--- src/rtl/walk_pkg.sv ---
package walk_pkg;

  typedef enum logic [2:0] {
    ST_IDLE,
    ST_FETCH_PDE,
    ST_WAIT_PDE,
    ST_FETCH_PTE,
    ST_WAIT_PTE,
    ST_DONE
  } walk_state_t;

  typedef enum logic [1:0] {
    FLT_NONE  = 2'b00,
    FLT_PDE   = 2'b01,
    FLT_PTE   = 2'b10,
    FLT_WRITE = 2'b11
  } walk_fault_t;

  // log2 of the entry size in bytes
  localparam int ENTRY_SZ_LOG2 = 2;

  // number of table levels walked
  localparam int NUM_LEVELS = 2;

endpackage

--- src/rtl/walk_split.sv ---
module walk_split #(
  parameter int ADDR_W   = 32,
  parameter int DIR_BITS = 10,
  parameter int TBL_BITS = 10,
  parameter int OFF_BITS = 12,
  parameter bit [ADDR_W-1:0] KSEG_BASE = 'h8000_0000,
  parameter bit [ADDR_W-1:0] KSEG_SPAN = 'h2000_0000
) (
  input  logic [ADDR_W-1:0]   vaddr,
  output logic [DIR_BITS-1:0] dir_idx,
  output logic [TBL_BITS-1:0] tbl_idx,
  output logic [OFF_BITS-1:0] pg_off,
  output logic                in_kseg,
  output logic [ADDR_W-1:0]   kseg_paddr
);

  localparam int TBL_LSB = OFF_BITS;
  localparam int DIR_LSB = OFF_BITS + TBL_BITS;

  function automatic logic f_in_window(input logic [ADDR_W-1:0] va);
    logic [ADDR_W-1:0] rel;
    rel = va - KSEG_BASE;
    return (va >= KSEG_BASE) && (rel < KSEG_SPAN);
  endfunction

  function automatic logic [ADDR_W-1:0] f_strip(input logic [ADDR_W-1:0] va);
    return va - KSEG_BASE;
  endfunction

  assign dir_idx    = vaddr[DIR_LSB +: DIR_BITS];
  assign tbl_idx    = vaddr[TBL_LSB +: TBL_BITS];
  assign pg_off     = vaddr[OFF_BITS-1:0];
  assign in_kseg    = f_in_window(vaddr);
  assign kseg_paddr = f_strip(vaddr);

endmodule

--- src/rtl/walk_entry_addr.sv ---
module walk_entry_addr #(
  parameter int ADDR_W  = 32,
  parameter int IDX_W   = 10,
  parameter int SZ_LOG2 = 2
) (
  input  logic [ADDR_W-1:0] base,
  input  logic [IDX_W-1:0]  idx,
  output logic [ADDR_W-1:0] slot_addr
);

  function automatic logic [ADDR_W-1:0] f_slot(input logic [ADDR_W-1:0] b,
                                               input logic [IDX_W-1:0]  i);
    return b + (ADDR_W'(i) << SZ_LOG2);
  endfunction

  assign slot_addr = f_slot(base, idx);

endmodule

--- src/rtl/walk_entry_chk.sv ---
module walk_entry_chk #(
  parameter int ADDR_W    = 32,
  parameter int OFF_BITS  = 12,
  parameter int VALID_BIT = 9,
  parameter int WRITE_BIT = 10
) (
  input  logic [ADDR_W-1:0] entry,
  output logic              present,
  output logic              writable,
  output logic [ADDR_W-1:0] frame_base
);

  function automatic logic [ADDR_W-1:0] f_frame(input logic [ADDR_W-1:0] e);
    return {e[ADDR_W-1:OFF_BITS], {OFF_BITS{1'b0}}};
  endfunction

  logic unused_flags;
  assign unused_flags = ^entry;

  assign present    = entry[VALID_BIT];
  assign writable   = entry[WRITE_BIT];
  assign frame_base = f_frame(entry);

endmodule

--- src/rtl/walk_ctrl.sv ---
module walk_ctrl
  import walk_pkg::*;
#(
  parameter int ADDR_W   = 32,
  parameter int IDX_W    = 10,
  parameter int OFF_BITS = 12
) (
  input  logic                clk,
  input  logic                rst_n,
  input  logic                req_valid,
  output logic                req_ready,
  input  logic                req_write,
  input  logic [ADDR_W-1:0]   req_root,
  input  logic [IDX_W-1:0]    req_dir_idx,
  input  logic [IDX_W-1:0]    req_tbl_idx,
  input  logic [OFF_BITS-1:0] req_off,
  input  logic                req_in_kseg,
  input  logic [ADDR_W-1:0]   req_kseg_paddr,
  output logic [ADDR_W-1:0]   root_q_o,
  output logic [ADDR_W-1:0]   frame_q_o,
  output logic [IDX_W-1:0]    dir_q_o,
  output logic [IDX_W-1:0]    tbl_q_o,
  output logic                lvl_sel,
  output logic                mem_req,
  input  logic                mem_rvalid,
  input  logic                pde_present,
  input  logic [ADDR_W-1:0]   pde_frame,
  input  logic                pte_present,
  input  logic                pte_writable,
  input  logic [ADDR_W-1:0]   pte_frame,
  output logic                done,
  output logic [ADDR_W-1:0]   paddr,
  output logic [1:0]          fault
);

  walk_state_t state_q, state_d;
  walk_fault_t fault_q;
  logic [ADDR_W-1:0]   root_q, frame_q, paddr_q;
  logic [IDX_W-1:0]    dir_q, tbl_q;
  logic [OFF_BITS-1:0] off_q;
  logic                wr_q;

  // named internal events
  logic ev_accept, ev_accept_kseg, ev_pde_ret, ev_pte_ret;
  logic ev_pde_bad, ev_pte_bad, ev_write_denied, ev_leaf_ok;

  assign ev_accept       = (state_q == ST_IDLE) && req_valid;
  assign ev_accept_kseg  = ev_accept && req_in_kseg;
  assign ev_pde_ret      = (state_q == ST_WAIT_PDE) && mem_rvalid;
  assign ev_pte_ret      = (state_q == ST_WAIT_PTE) && mem_rvalid;
  assign ev_pde_bad      = ev_pde_ret && !pde_present;
  assign ev_pte_bad      = ev_pte_ret && !pte_present;
  assign ev_write_denied = ev_pte_ret && pte_present && wr_q && !pte_writable;
  assign ev_leaf_ok      = ev_pte_ret && pte_present && !(wr_q && !pte_writable);

  always_comb begin
    state_d = state_q;
    unique case (state_q)
      ST_IDLE:      if (ev_accept) state_d = req_in_kseg ? ST_DONE : ST_FETCH_PDE;
      ST_FETCH_PDE: state_d = ST_WAIT_PDE;
      ST_WAIT_PDE:  if (mem_rvalid) state_d = pde_present ? ST_FETCH_PTE : ST_DONE;
      ST_FETCH_PTE: state_d = ST_WAIT_PTE;
      ST_WAIT_PTE:  if (mem_rvalid) state_d = ST_DONE;
      ST_DONE:      state_d = ST_IDLE;
      default:      state_d = ST_IDLE;
    endcase
  end

  always_ff @(posedge clk or negedge rst_n) begin
    if (!rst_n) begin
      state_q <= ST_IDLE;
      fault_q <= FLT_NONE;
      paddr_q <= '0;
      root_q  <= '0;
      frame_q <= '0;
      dir_q   <= '0;
      tbl_q   <= '0;
      off_q   <= '0;
      wr_q    <= 1'b0;
    end else begin
      state_q <= state_d;
      if (ev_accept) begin
        root_q  <= req_root;
        dir_q   <= req_dir_idx;
        tbl_q   <= req_tbl_idx;
        off_q   <= req_off;
        wr_q    <= req_write;
        fault_q <= FLT_NONE;
        paddr_q <= req_in_kseg ? req_kseg_paddr : '0;
      end
      if (ev_pde_ret) begin
        if (pde_present) frame_q <= pde_frame;
        else             fault_q <= FLT_PDE;
      end
      if (ev_pte_bad)      fault_q <= FLT_PTE;
      if (ev_write_denied) fault_q <= FLT_WRITE;
      if (ev_leaf_ok)      paddr_q <= {pte_frame[ADDR_W-1:OFF_BITS], off_q};
    end
  end

  assign req_ready = (state_q == ST_IDLE);
  assign mem_req   = (state_q == ST_FETCH_PDE) || (state_q == ST_FETCH_PTE);
  assign lvl_sel   = (state_q == ST_FETCH_PTE) || (state_q == ST_WAIT_PTE);
  assign done      = (state_q == ST_DONE);
  assign paddr     = paddr_q;
  assign fault     = fault_q;
  assign root_q_o  = root_q;
  assign frame_q_o = frame_q;
  assign dir_q_o   = dir_q;
  assign tbl_q_o   = tbl_q;

  // read-pending tracker for the port protocol check
  logic pend_q;
  always_ff @(posedge clk or negedge rst_n) begin
    if (!rst_n)                         pend_q <= 1'b0;
    else if (mem_req)                   pend_q <= 1'b1;
    else if (ev_pde_ret || ev_pte_ret)  pend_q <= 1'b0;
  end

  a_r1_busy_while_done: assert property (@(posedge clk) disable iff (!rst_n)
    done |-> !req_ready);
  a_r4_stop_after_bad_dir: assert property (@(posedge clk) disable iff (!rst_n)
    ev_pde_bad |=> (done && fault == FLT_PDE && !mem_req));
  a_r5_bad_leaf: assert property (@(posedge clk) disable iff (!rst_n)
    ev_pte_bad |=> (done && fault == FLT_PTE));
  a_r6_write_denied: assert property (@(posedge clk) disable iff (!rst_n)
    ev_write_denied |=> (done && fault == FLT_WRITE));
  a_r7_offset_kept: assert property (@(posedge clk) disable iff (!rst_n)
    ev_leaf_ok |=> (done && fault == FLT_NONE && paddr[OFF_BITS-1:0] == off_q));
  a_r8_kseg_direct: assert property (@(posedge clk) disable iff (!rst_n)
    ev_accept_kseg |=> (done && fault == FLT_NONE && !mem_req));
  a_r9_done_single: assert property (@(posedge clk) disable iff (!rst_n)
    done |=> !done);
  a_r9_fault_zero: assert property (@(posedge clk) disable iff (!rst_n)
    (done && fault != FLT_NONE) |-> (paddr == '0));
  a_r10_req_pulse: assert property (@(posedge clk) disable iff (!rst_n)
    mem_req |=> !mem_req);
  a_r10_single_outstanding: assert property (@(posedge clk) disable iff (!rst_n)
    mem_req |-> !pend_q);

endmodule

--- src/rtl/pt_walker.sv ---
module pt_walker
  import walk_pkg::*;
#(
  parameter int ADDR_W    = 32,
  parameter int DIR_BITS  = 10,
  parameter int TBL_BITS  = 10,
  parameter int OFF_BITS  = 12,
  parameter int VALID_BIT = 9,
  parameter int WRITE_BIT = 10,
  parameter bit [ADDR_W-1:0] KSEG_BASE = 'h8000_0000,
  parameter bit [ADDR_W-1:0] KSEG_SPAN = 'h2000_0000
) (
  input  logic              clk,
  input  logic              rst_n,
  input  logic              req_valid,
  output logic              req_ready,
  input  logic [ADDR_W-1:0] req_vaddr,
  input  logic              req_write,
  input  logic [ADDR_W-1:0] root_base,
  output logic              mem_req,
  output logic [ADDR_W-1:0] mem_addr,
  input  logic              mem_rvalid,
  input  logic [ADDR_W-1:0] mem_rdata,
  output logic              done,
  output logic [ADDR_W-1:0] paddr,
  output logic [1:0]        fault
);

  localparam int IDX_W = (DIR_BITS > TBL_BITS) ? DIR_BITS : TBL_BITS;

  logic [DIR_BITS-1:0] s_dir;
  logic [TBL_BITS-1:0] s_tbl;
  logic [OFF_BITS-1:0] s_off;
  logic                s_kseg;
  logic [ADDR_W-1:0]   s_kpa;

  walk_split #(
    .ADDR_W(ADDR_W), .DIR_BITS(DIR_BITS), .TBL_BITS(TBL_BITS),
    .OFF_BITS(OFF_BITS), .KSEG_BASE(KSEG_BASE), .KSEG_SPAN(KSEG_SPAN)
  ) u_split (
    .vaddr(req_vaddr), .dir_idx(s_dir), .tbl_idx(s_tbl), .pg_off(s_off),
    .in_kseg(s_kseg), .kseg_paddr(s_kpa)
  );

  logic [ADDR_W-1:0] root_q, frame_q;
  logic [IDX_W-1:0]  dir_q, tbl_q;
  logic              lvl_sel;

  logic [ADDR_W-1:0] lvl_base     [NUM_LEVELS];
  logic [IDX_W-1:0]  lvl_idx      [NUM_LEVELS];
  logic [ADDR_W-1:0] lvl_addr     [NUM_LEVELS];
  logic [ADDR_W-1:0] lvl_frame    [NUM_LEVELS];
  logic              lvl_present  [NUM_LEVELS];
  logic              lvl_writable [NUM_LEVELS];

  assign lvl_base[0] = root_q;
  assign lvl_base[1] = frame_q;
  assign lvl_idx[0]  = dir_q;
  assign lvl_idx[1]  = tbl_q;

  for (genvar lv = 0; lv < NUM_LEVELS; lv++) begin : g_level
    walk_entry_addr #(
      .ADDR_W(ADDR_W), .IDX_W(IDX_W), .SZ_LOG2(ENTRY_SZ_LOG2)
    ) u_addr (
      .base(lvl_base[lv]), .idx(lvl_idx[lv]), .slot_addr(lvl_addr[lv])
    );
    walk_entry_chk #(
      .ADDR_W(ADDR_W), .OFF_BITS(OFF_BITS),
      .VALID_BIT(VALID_BIT), .WRITE_BIT(WRITE_BIT)
    ) u_chk (
      .entry(mem_rdata), .present(lvl_present[lv]),
      .writable(lvl_writable[lv]), .frame_base(lvl_frame[lv])
    );
  end

  logic unused_dir_wr;
  assign unused_dir_wr = lvl_writable[0];

  walk_ctrl #(
    .ADDR_W(ADDR_W), .IDX_W(IDX_W), .OFF_BITS(OFF_BITS)
  ) u_ctrl (
    .clk(clk), .rst_n(rst_n),
    .req_valid(req_valid), .req_ready(req_ready), .req_write(req_write),
    .req_root(root_base),
    .req_dir_idx(IDX_W'(s_dir)), .req_tbl_idx(IDX_W'(s_tbl)),
    .req_off(s_off), .req_in_kseg(s_kseg), .req_kseg_paddr(s_kpa),
    .root_q_o(root_q), .frame_q_o(frame_q), .dir_q_o(dir_q), .tbl_q_o(tbl_q),
    .lvl_sel(lvl_sel), .mem_req(mem_req), .mem_rvalid(mem_rvalid),
    .pde_present(lvl_present[0]), .pde_frame(lvl_frame[0]),
    .pte_present(lvl_present[1]), .pte_writable(lvl_writable[1]),
    .pte_frame(lvl_frame[1]),
    .done(done), .paddr(paddr), .fault(fault)
  );

  assign mem_addr = lvl_sel ? lvl_addr[1] : lvl_addr[0];

endmodule

--- config.mk ---
export PLATFORM = sky130hd
export DESIGN_NAME = pt_walker
export DESIGN_NICKNAME = d
export VERILOG_FILES = /design/src/rtl/walk_pkg.sv /design/src/rtl/walk_split.sv /design/src/rtl/walk_entry_addr.sv /design/src/rtl/walk_entry_chk.sv /design/src/rtl/walk_ctrl.sv /design/src/rtl/pt_walker.sv
export SDC_FILE = /design/constraint.sdc
export NUM_CORES = 1
export LEC_CHECK = 0
export BUFFER_PORTS_ARGS = -buffer_cell sky130_fd_sc_hd__buf_2
export CAP_MARGIN = 20
export CORE_MARGIN = 2
export CORE_UTILIZATION = 50
export CTS_CLUSTER_DIAMETER = 80
export DETAILED_ROUTE_END_ITERATION = 10
export PLACE_DENSITY = 0.77
export RECOVER_POWER = 100
export SYNTH_ARGS = -nofsm -noshare
export SYNTH_HDL_FRONTEND = slang
export SYNTH_SLANG_ARGS = --single-unit
--- constraint.sdc ---
create_clock -name clk -period 4.8 [get_ports clk]
set_input_delay 0.24 -clock clk [delete_from_list [all_inputs] [get_ports clk]]
set_output_delay 0.24 -clock clk [all_outputs]
set_load 0.005 [all_outputs]
==> results of run 1 <==
[metal layers]
metal / GRT usage, % / up-vias
met4: 12.62 / 2
met3: 6.747 / 48
met5: 0 / -
met1: 33.44 / 2664
met2: 43.12 / 225
li1: - / 2507
[Yosys cell counts, types with 5 or more instances]
cell / count / share of area (%)
ha_1: 10 / 2.0
buf_2: 16 / 1.3
nand3_1: 18 / 1.4
clkbuf_1: 21 / 1.3
dfrtp_1: 122 / 49
o211ai_1: 5 / 0.60
a21o_1: 5 / 0.60
a211oi_1: 5 / 0.60
o31ai_1: 13 / 1.6
a21oi_1: 48 / 3.8
nor2_1: 49 / 2.9
a31oi_1: 16 / 1.6
nand4_1: 5 / 0.50
inv_1: 11 / 0.66
a22oi_1: 28 / 3.4
mux2_2: 81 / 15
nor3_1: 6 / 0.48
or4_1: 17 / 2.0
nand2_1: 33 / 2.0
o21ai_0: 17 / 1.4
and3_1: 5 / 0.50
[worst max-delay path by stage]
stage,start,endpoint,slack (ps),cells after the start
6_report,u_ctrl.state_q[1]$_DFFE_PN0P_,u_ctrl.paddr[0]$_DFFE_PN0P_,1100,6
5_1_grt,u_ctrl.state_q[1]$_DFFE_PN0P_,u_ctrl.paddr[10]$_DFFE_PN0P_,740,6
2_1_floorplan,u_ctrl.dir_q_o[0]$_DFFE_PN0P_,mem_addr[14],2360,8
3_3_place_gp,u_ctrl.dir_q_o[1]$_DFFE_PN0P_,mem_addr[21],1840,7
4_1_cts,u_ctrl.dir_q_o[1]$_DFFE_PN0P_,mem_addr[25],1250,7
3_5_place_dp,u_ctrl.dir_q_o[1]$_DFFE_PN0P_,mem_addr[25],1720,7
[flip-flops by register name (all words and copies together), names as in the netlist, 2 cells and up]
signal            cells
u_ctrl.tbl_q_o       10
u_ctrl.state_q        3
u_ctrl.paddr         32
u_ctrl.off_q         12
u_ctrl.root_q_o      32
u_ctrl.fault          2
u_ctrl.dir_q_o       10
u_ctrl.frame_q_o     20
[per-stage QoR]
stage                     cells  hold slack [ps]  cell area, µm²
after global placement      881            469.5            7133
after global routing        918            36.58            7792
after detailed placement    881            475.4            7133
after floorplan             591           -55.59            6246
after CTS                   913            27.76            7824
final                       919            48.81            7795
[cell type report]
type                    instances  share of cell area [%]
diodes                          1                 0.03210
clock buffers                  20                   5.730
clock inverters                12                   3.130
inverters                      11                  0.5297
multi-input cells             417                   38.04
flip-flops and latches        122                   39.17
well taps                     168                   2.697
repair buffers                168                   10.67
[power by group]
group	total, µW	internal (µW)	switching (µW)
logic	2730	1240	1480
registers	1950	1540	412
clock network	1510	1040	469
[kinds of logic (layout without fill, tap and decap cells)]
family	after synthesis	count (layout)	synth area share, %
compound gates	160	160	16.71
simple gates	160	160	13.18
flops	122	122	48.88
mux	82	82	14.76
buf+inv	52	211	3.586
fa+ha+maj	11	11	2.324
xor+xnor	4	4	0.5610
other cells	0	1	0
==> run metrics, run 1 <==
status finished, violations left; violated checks max-capacitance violations, max-slew violations; startpoint types register; Layout fillers between 1k and 1.5k; kind of cell adding the most delay to the critical path simple AND/OR/NAND/NOR gates; CTS H-tree lvls 4; Worst Reg-to-Reg Cells 6; Worst Hold Class in2reg; Place WS 1725 ps; Cell Chain, Critical Path nor3_1 -> nand2_1 -> nor2_2 -> clkbuf_1 -> a22oi_1 -> a21oi_1; commonest non-fill, non-tap cell in the layout dfrtp_1; max frequency around 0.27 GHz; Reg clk slew, reported paths about 60 ps; Hold EP u_ctrl.root_q_o[7]$_DFFE_PN0P_; critical path data arrival time a little over 4000 ps; Worst path max stage delay ~1100 ps; Initial Utilization 51.57%; Mapped Cells approximately 590; Max transition margin -4.656%; Multi-input gate area 0.002965 mm²; antenna violations before repair 1; CP Capture Type register; TritonCTS Buffers 17; Post-synth ARST share 100.0%; Pwr Density 792.9 mW/mm²; Final Critical Period ~3700 ps; YS warnings 0; setup_tns 0 ps; setup slack, reg-to-reg approximately 1100 ps; Rows 40; post-layout util about 64%; Post-Syn Area per Cell around 11 µm²; WL met1 7.092 mm; Net Count, Synth between 700 and 800; TritonRoute pass-1 iters 4; Final Slew Violations 41; cells resized by post-CTS repair 0; Synth Register Bits 122; CP bufs+invs 1; dominant synthesized flop cell dfrtp_1; Die H around 120 µm; Worst Skew 12.19 ps; Setup-failing EPs final 0; Sequential cell area approximately 0.0031 mm²; Tot Pwr just over 6000 µW; hold_buf cts 0; Netlist cell types 55; number of max-cap violations 1; placed wire-length estimate around 12 mm; Final nets about 850; RSZ-0062 raised after global routing false; detail-routed via count per cell approximately 5.9; WL/cell 18.75 µm; Worst Tran Pin Value ~1600 ps; port bufs around 160; Root Buffer clkbuf_16; reg2reg end u_ctrl.paddr[0]$_DFFE_PN0P_; Final Hold Vio Count 0; clock latency on the worst-skew pair 430 ps; first-pass GRT wire length approximately 27 mm; Static Leak ~0.0035 µW; Die Span X between 100 and 150 µm; starting DRC count in detailed routing 377; DR top layer met5; io pins between 150 and 200; Routed WL about 17 mm; crit-path max FO 40; reg2reg start u_ctrl.state_q[1]$_DFFE_PN0P_; Max Root-Sink Buffers 2; largest net degree at the start of global routing 83; post-route setup slack approximately 1100 ps; met3 wire len 1.109 mm; routed via count about 5.4k; Core Area about 0.012 mm²; worst vdd ir ~300 µV; Slowest cell on crit path clkbuf_1; commonest non-fill, non-tap cells in the layout dfrtp_1, buf_2, mux2_2; die area 0.01340 mm²; hold path start root_base[7]; hold path depth 2; vias in the first global route ~5.5k; layout cells sized above 1 between 30% and 40%; post-CTS setup buffer count 0; # DRC 0; WP data required between 5000 and 6000 ps; GRT Overall Usage a little over a quarter; GP Congestion around 0.86; Synth Cell Area 0.006246 mm²; grt ovf 0; sequential area share after synthesis 48.88%; Post-DRT Antenna Nets 0; Final period util slightly below 80%; synthesis-to-finish area growth 24.80%; CP Class reg2reg; Post-synth EDFFs 0; CTS tree done; met2 WL approximately 8.5 mm; clock net sink count 122
No activity file was read; power rests on OpenSTA's default activity.
==> inputs of run 2 (changes only) <==
ABC_AREA = 1   (was default)
PLACE_DENSITY = 0.76   (was 0.77)
clock period = 3.71 ns   (was 4.8 ns; I/O delays follow)
==> run metrics, run 2 <==
layout cells sized above 1 15.93% (was 30.93%); Routed WL 19.09 mm (was 17.23 mm); reg2reg start u_ctrl.state_q[1]$_DFFE_PN0P_ (unchanged); Netlist cell types 42 (was 55); Synth area leaders dfrtp_1, nand2_1, nand3_1 (was dfrtp_1, mux2_2, a21oi_1); largest family of logic cells by synthesized area simple AND/OR/NAND/NOR gates (was compound AO/OA/AOI/OAI gates); Yosys top cell by area dfrtp_1 (unchanged); clock net sink count 122 (unchanged); worst vdd ir 433.3 µV (was 300.0 µV); clock latency on the worst-skew pair 430 ps (about the same); # diodes 0 (was 1); Die Span X 119.6 µm (was 115.8 µm); number of max-cap violations 2 (was 1); CP Class reg2out (was reg2reg); Most Frequent Cell on Critical Path nand2_1; vias in the first global route 6212 (was 5481); Post-synth EDFFs 0 (unchanged); CP Capture Type primary output (was register); Max Root-Sink Buffers 2 (unchanged); dominant synthesized flop cell dfrtp_1 (unchanged); Worst Hold Class in2reg (unchanged); crit-path max FO 38 (was 40); TritonCTS Buffers 17 (unchanged); Rows 42 (was 40); Pwr Density 839.1 mW/mm² (was 792.9 mW/mm²); largest net degree at the start of global routing 79 (was 83); Final Slew Violations 137 (was 41); Post-Synth XOR/XNOR Area 0.6551% (was 0.5609%); Worst path depth 8 (was 6); Max transition margin -27.43% (was -4.656%); Cell Chain, Critical Path nor2_1 -> nand2_4 -> nand2_1 -> buf_4 -> inv_1 -> nand3_1 -> nand2_1 -> buf_2 (was nor3_1 -> nand2_1 -> nor2_2 -> clkbuf_1 -> a22oi_1 -> a21oi_1); Synth Area in Simple Gates 30.32% (was 13.18%); WP data required 3520 ps (was 5140 ps); share of the synthesized area in the top cell type 45.67% (was 48.88%); Worst Skew 9.959 ps (was 12.19 ps); Mapped Cells 862 (was 591); setup slack, reg-to-reg 1030 ps (was 1100 ps); Final nets 1160 (was 849); count leader, synth nand2_1 (was dfrtp_1); WL/cell 15.43 µm (was 18.75 µm); Synth Cell Area 0.006685 mm² (was 0.006246 mm²); Cells after DPL 1167 (was 881); GP Congestion 0.9498 (was 0.8605); status finished, violations left (unchanged); Tot Pwr 6993 µW (was 6180 µW); grt ovf 0 (unchanged); Worst Tran Pin Value 1911 ps (was 1566 ps); RSZ-0062 raised after global routing false (unchanged); Critical Path Source u_ctrl.state_q[1]$_DFFE_PN0P_ (unchanged); Die H 119.6 µm (was 115.8 µm); Final period util 78.93%; Post-synth ARST share 100.0% (unchanged); CP bufs+invs 3 (was 1); # DRC 0 (unchanged); max frequency 0.3415 GHz; Initial Utilization 50.89% (was 51.57%); Net Count, Synth 974 (was 703); Worst path max stage delay 500 ps (was 1080 ps); Worst Reg-to-Reg Cells 6 (unchanged); commonest non-fill, non-tap cell in the layout nand2_1 (was dfrtp_1); startpoint types register (unchanged); YS warnings 0 (unchanged); Layout fillers 1196 (was 1010); Post-Syn Area per Cell 7.755 µm² (was 10.57 µm²); post-CTS setup buffer count 0 (unchanged); port bufs 159 (unchanged); Reg clk slew, reported paths 60 ps (about the same); Root Buffer clkbuf_16 (unchanged); detail-routed via count per cell 5.154 (was 5.926); Static Leak 0.004390 µW (was 0.003504 µW); reg2reg end u_ctrl.paddr[21]$_DFFE_PN0P_ (was u_ctrl.paddr[0]$_DFFE_PN0P_); GRT Overall Usage 27.72% (was 26.56%); synth cell count leaders nand2_1, dfrtp_1, inv_1 (was dfrtp_1, mux2_2, nor2_1); routed via count 6376 (was 5446); TritonRoute pass-1 iters 5 (was 4); starting DRC count in detailed routing 474 (was 377); setup_tns 0 ps (unchanged); violated checks max-capacitance violations, max-slew violations (unchanged); post-synthesis compound-gate area fraction 10.26% (was 16.71%); CTS H-tree lvls 4 (unchanged); Final Hold Vio Count 0 (unchanged); antenna violations before repair 1 (unchanged); Core Area 0.01314 mm² (was 0.01211 mm²); CTS tree done (unchanged); critical path data arrival time 2740 ps (was 4050 ps); commonest non-fill, non-tap cells in the layout nand2_1, dfrtp_1, buf_2 (was dfrtp_1, buf_2, mux2_2); worst setup path end mem_addr[21] (was u_ctrl.paddr[0]$_DFFE_PN0P_); adder-cell share of the synthesized area 2.171% (was 2.324%); sequential area share after synthesis 45.67% (was 48.88%); Slowest cell on crit path inv_1 (was clkbuf_1); kind of cell adding the most delay to the critical path buffers and inverters (was simple AND/OR/NAND/NOR gates); mux cell area share after synthesis 2.246% (was 14.76%); Setup-failing EPs final 0 (unchanged); io pins 170 (unchanged); die area 0.01431 mm² (was 0.01340 mm²); Post-Layout Cell Count 1237 (was 919); Final Critical Period roughly 2900 ps; synthesis-to-finish area growth 24.65% (was 24.80%); placed wire-length estimate 13.54 mm (was 11.90 mm); Post-DRT Antenna Nets 0 (unchanged); Synth Register Bits 122 (unchanged); first-pass GRT wire length 30.74 mm (was 27.07 mm)
run 2: cell count changes after synthesis, sizes merged, moves of 13 or more:
cell    delta
nand2    +305
nor2      -17
mux2      -71
clkbuf    -17
o211ai    +21
inv       +81
o21ai     +49
a22oi     -28
or4       -17
o31ai     -13
a21oi     -41
a31oi     -15
nand3     +58
run 2: cell families (layout without fill, tap and decap cells):
kind of cell | Yosys count | after routing
and+or+nand+nor | 477 | 477
AOI/OAI and AO/OA | 109 | 109
DFF | 122 | 122
adders and majority gates | 11 | 11
xor gates and xnor gates | 5 | 5
muxes | 10 | 10
buffers and inverters | 128 | 327
run 2: metal layers:
metal  global-route usage (%)  routed length, µm
met4                    9.926                547
met2                    43.04               8683
met1                    37.50               8700
met5                        0                 13
met3                    7.510               1146
run 2: how the worst min path moves through the flow:
stage                     cells after the start                          endpoint           from  slack [ps]
after global routing                          2  u_ctrl.frame_q_o[22]$_DFFE_PN0P_  mem_rdata[22]        -0.7
after floorplan                               0     u_ctrl.dir_q_o[0]$_DFFE_PN0P_          rst_n        -110
after global placement                        3   u_ctrl.root_q_o[29]$_DFFE_PN0P_  root_base[29]         390
after detailed placement                      3   u_ctrl.root_q_o[28]$_DFFE_PN0P_  root_base[28]         390
final                                         2  u_ctrl.frame_q_o[13]$_DFFE_PN0P_  mem_rdata[13]           4
after CTS                                     2  u_ctrl.frame_q_o[25]$_DFFE_PN0P_  mem_rdata[25]           6
run 2: what timing repair did:
item / 4_1_cts / 5_1_grt
hold endpoints to repair: 113 / 0
hold buffers: 38 / 0
gates resized for setup: 0 / 0
run 2: report_power, final:
group | switching (µW) | total, µW | internal [µW] | leakage, µW
clock | 632 | 1660 | 1030 | 0.000292
sequential | 458 | 2400 | 1940 | 0.00156
combinational | 1820 | 2930 | 1110 | 0.00254
total | 2910 | 6990 | 4080 | 0.00439
run 2: stage by stage:
stage | setup WS, ps | util, % | hold slack, ps | cell area [µm²]
6_report | 781.8 | 63.43 | 4.188 | 8333
5_1_grt | 382.3 | 63.43 | -0.6953 | 8333
4_1_cts | 883.7 | 64.69 | 5.869 | 8498
3_5_place_dp | 1348 | 57.26 | 389.4 | 7522
3_3_place_gp | 1367 | 57.26 | 387.7 | 7522
2_1_floorplan | 1727 | - | -110.1 | 6685
run 2: area by class of cell:
type | count | area (µm²) | area share [%]
multi-input cells | 612 | 2942 | 35.30
clock inverters | 12 | 138.9 | 1.667
inverters | 93 | 349.1 | 4.189
well taps | 176 | 220.2 | 2.643
repair buffers | 202 | 1174 | 14.08
flip-flops and latches | 122 | 3053 | 36.64
clock buffers | 20 | 456.7 | 5.480
==> inputs of run 3 (changes only) <==
ABC_AREA = 0   (was 1)
CORE_UTILIZATION = 48   (was 50)
PLACE_DENSITY = 0.77   (was 0.76)
clock period = 2.61 ns   (was 3.71 ns; I/O delays follow)
==> run metrics, run 3 (synthesis gave the netlist of run 1 again) <==
Final Slew Violations 61 (was 137); violated checks max-capacitance violations, max-slew violations, negative setup slack (was max-capacitance violations, max-slew violations); starting DRC count in detailed routing 598 (was 474); Hold EP u_ctrl.tbl_q_o[3]$_DFFE_PN0P_ (was u_ctrl.frame_q_o[13]$_DFFE_PN0P_); number of max-cap violations 1 (was 2); GRT Overall Usage 28.48% (was 27.72%); Max Root-Sink Buffers 2 (unchanged); vias in the first global route 6201 (was 6212); reg2reg end u_ctrl.paddr[21]$_DFFE_PN0P_ (unchanged); first-pass GRT wire length 31.53 mm (was 30.74 mm); Layout fillers 895 (was 1196); port bufs 159 (unchanged); Final Critical Period a little under 3000 ps; hold path depth 2 (unchanged); CTS tree done (unchanged); Core Area 0.01267 mm² (was 0.01314 mm²); routed via count 6091 (was 6376); WP data required 2480 ps (was 3520 ps); largest net degree at the start of global routing 65 (was 79); clock net sink count 122 (unchanged); WL/cell 19.51 µm (was 15.43 µm); worst vdd ir 722.1 µV (was 433.3 µV); status finished, violations left (unchanged); grt ovf 0 (unchanged); post-layout util 72.64% (was 63.43%); Final period util 113.3%; # DRC 0 (unchanged); die area 0.01394 mm² (was 0.01431 mm²); crit-path max FO 7 (was 38); Routed WL 20.17 mm (was 19.09 mm); startpoint types register (unchanged); Static Leak 0.004094 µW (was 0.004390 µW); TritonCTS Buffers 17 (unchanged); RSZ-0062 raised after global routing true (was false); detail-routed via count per cell 5.891 (was 5.154); Pwr Density 1434 mW/mm² (was 839.1 mW/mm²); setup_tns -4441 ps (was 0 ps); Final nets 962 (was 1160); CTS H-tree lvls 4 (unchanged); antenna violations before repair 0 (was 1); Worst Hold Class in2reg (unchanged); Final Hold Vio Count 0 (unchanged); CP Class reg2out (unchanged); critical path data arrival time 2830 ps (was 2740 ps); Die H 118.1 µm (was 119.6 µm); io pins 170 (unchanged); Tot Pwr 13200 µW (was 6993 µW); Initial Utilization 49.29% (was 50.89%); Worst Tran Pin Value 1531 ps (was 1911 ps); Place WS 77.77 ps (was 1348 ps); Max transition margin -2.085% (was -27.43%); Rows 41 (was 42); Worst Reg-to-Reg Cells 5 (was 6); Setup-failing EPs final 20 (was 0); CP Capture Type primary output (unchanged); synthesis-to-finish area growth 47.36% (was 24.65%); Post-DRT Antenna Nets 0 (unchanged); Reg clk slew, reported paths 50 ps (was 60 ps); max frequency around 0.34 GHz; Root Buffer clkbuf_16 (unchanged); hold path start req_vaddr[15] (was mem_rdata[13]); # diodes 0 (unchanged); Worst Skew 6.694 ps (was 9.959 ps); commonest non-fill, non-tap cell in the layout buf_2 (was nand2_1); post-route setup slack -347.3 ps (was 781.8 ps); GP Congestion 0.8821 (was 0.9498); layout cells sized above 1 38.52% (was 15.93%); placed wire-length estimate 12.60 mm (was 13.54 mm); TritonRoute pass-1 iters 7 (was 5); clock latency on the worst-skew pair 420 ps (was 430 ps); commonest non-fill, non-tap cells in the layout buf_2, dfrtp_1, mux2_2, dlygate4sd3_1, nor2_1 (was nand2_1, dfrtp_1, buf_2); reg2reg start u_ctrl.state_q[1]$_DFFE_PN0P_ (unchanged); setup slack, reg-to-reg 30 ps (was 1030 ps); Die Span X 118.1 µm (was 119.6 µm)
==> run 3: changes by cell type in the layout (fill, tap and decap cells not counted), moves of 28 or more <==
cell	delta
mux2_2	+81
dlygate4sd3_1	+43
nand2_1	-303
inv_1	-80
nand3_1	-61
a22oi_1	+28
a21oi_1	+38
o21ai_0	-52
==> run 3: report_power, final <==
group          leakage [µW]  switching (µW)  internal [µW]  total, µW
clock              0.000295             823           1610       2440
sequential          0.00150             885           2830       3720
combinational       0.00230            3450           3600       7050
total               0.00409            5160           8040      13200
==> run 3: critical path: stages, from the launching register on <==
cell and delay (ps):
dfrtp_1 390, ha_4 160, fa_2 210, a21o_1 150
a21oi_2 80, buf_4 140, o211a_4 280, buf_12 140
or4_4 490, a31oi_4 220, buf_2 140
==> run 3: layout make-up <==
type / instances / area [µm²] / share of cell area [%]
multi-input cells: 418 / 3348 / 36.38
flip-flops and latches: 122 / 3055 / 33.20
repair buffers: 280 / 1942 / 21.10
clock buffers: 23 / 457.9 / 4.976
well taps: 172 / 215.2 / 2.338
clock inverters: 8 / 143.9 / 1.563
inverters: 11 / 41.29 / 0.4486
==> run 3: routing by layer <==
metal / share of wire, % / wire length (µm) / track usage, % / up-vias
met1: 40 / 8064 / 36.64 / 2989
li1: - / - / - / 2721
met3: 6.8 / 1373 / 5.329 / 65
met5: 0 / 0 / 0 / -
met2: 49 / 9957 / 47.18 / 316
met4: 3.8 / 773 / 11.97 / 0
==> run 3: how the worst max path moves through the flow <==
stage / start / to / slack [ps] / depth (start not counted)
floorplan: u_ctrl.dir_q_o[0]$_DFFE_PN0P_ / mem_addr[14] / 280 / 8
global placement: u_ctrl.dir_q_o[0]$_DFFE_PN0P_ / mem_addr[20] / 100 / 10
detailed placement: u_ctrl.root_q_o[2]$_DFFE_PN0P_ / mem_addr[24] / 80 / 10
CTS: u_ctrl.root_q_o[2]$_DFFE_PN0P_ / mem_addr[24] / -220 / 10
global route: u_ctrl.root_q_o[2]$_DFFE_PN0P_ / mem_addr[24] / -420 / 10
finish: u_ctrl.dir_q_o[0]$_DFFE_PN0P_ / mem_addr[24] / -350 / 10
==> run 3: metrics by stage <==
step | instance area [µm²] | std cells | hold slack, ps
after CTS | 8985 | 1023 | 0.7902
final | 9204 | 1034 | 17.65
after detailed placement | 7326 | 905 | 265.0
after global routing | 9204 | 1034 | 12.11
after floorplan | 6246 | 591 | -165.1
after global placement | 7326 | 905 | 253.0
==> run 3: repair_timing <==
action,in CTS,in global routing
setup endpoints to repair,28,29
setup buffers,5,8
hold buffers,80,1
resized for setup,32,35
endpoints found under the hold margin,139,1
gates cloned,2,2
pin swaps,33,24
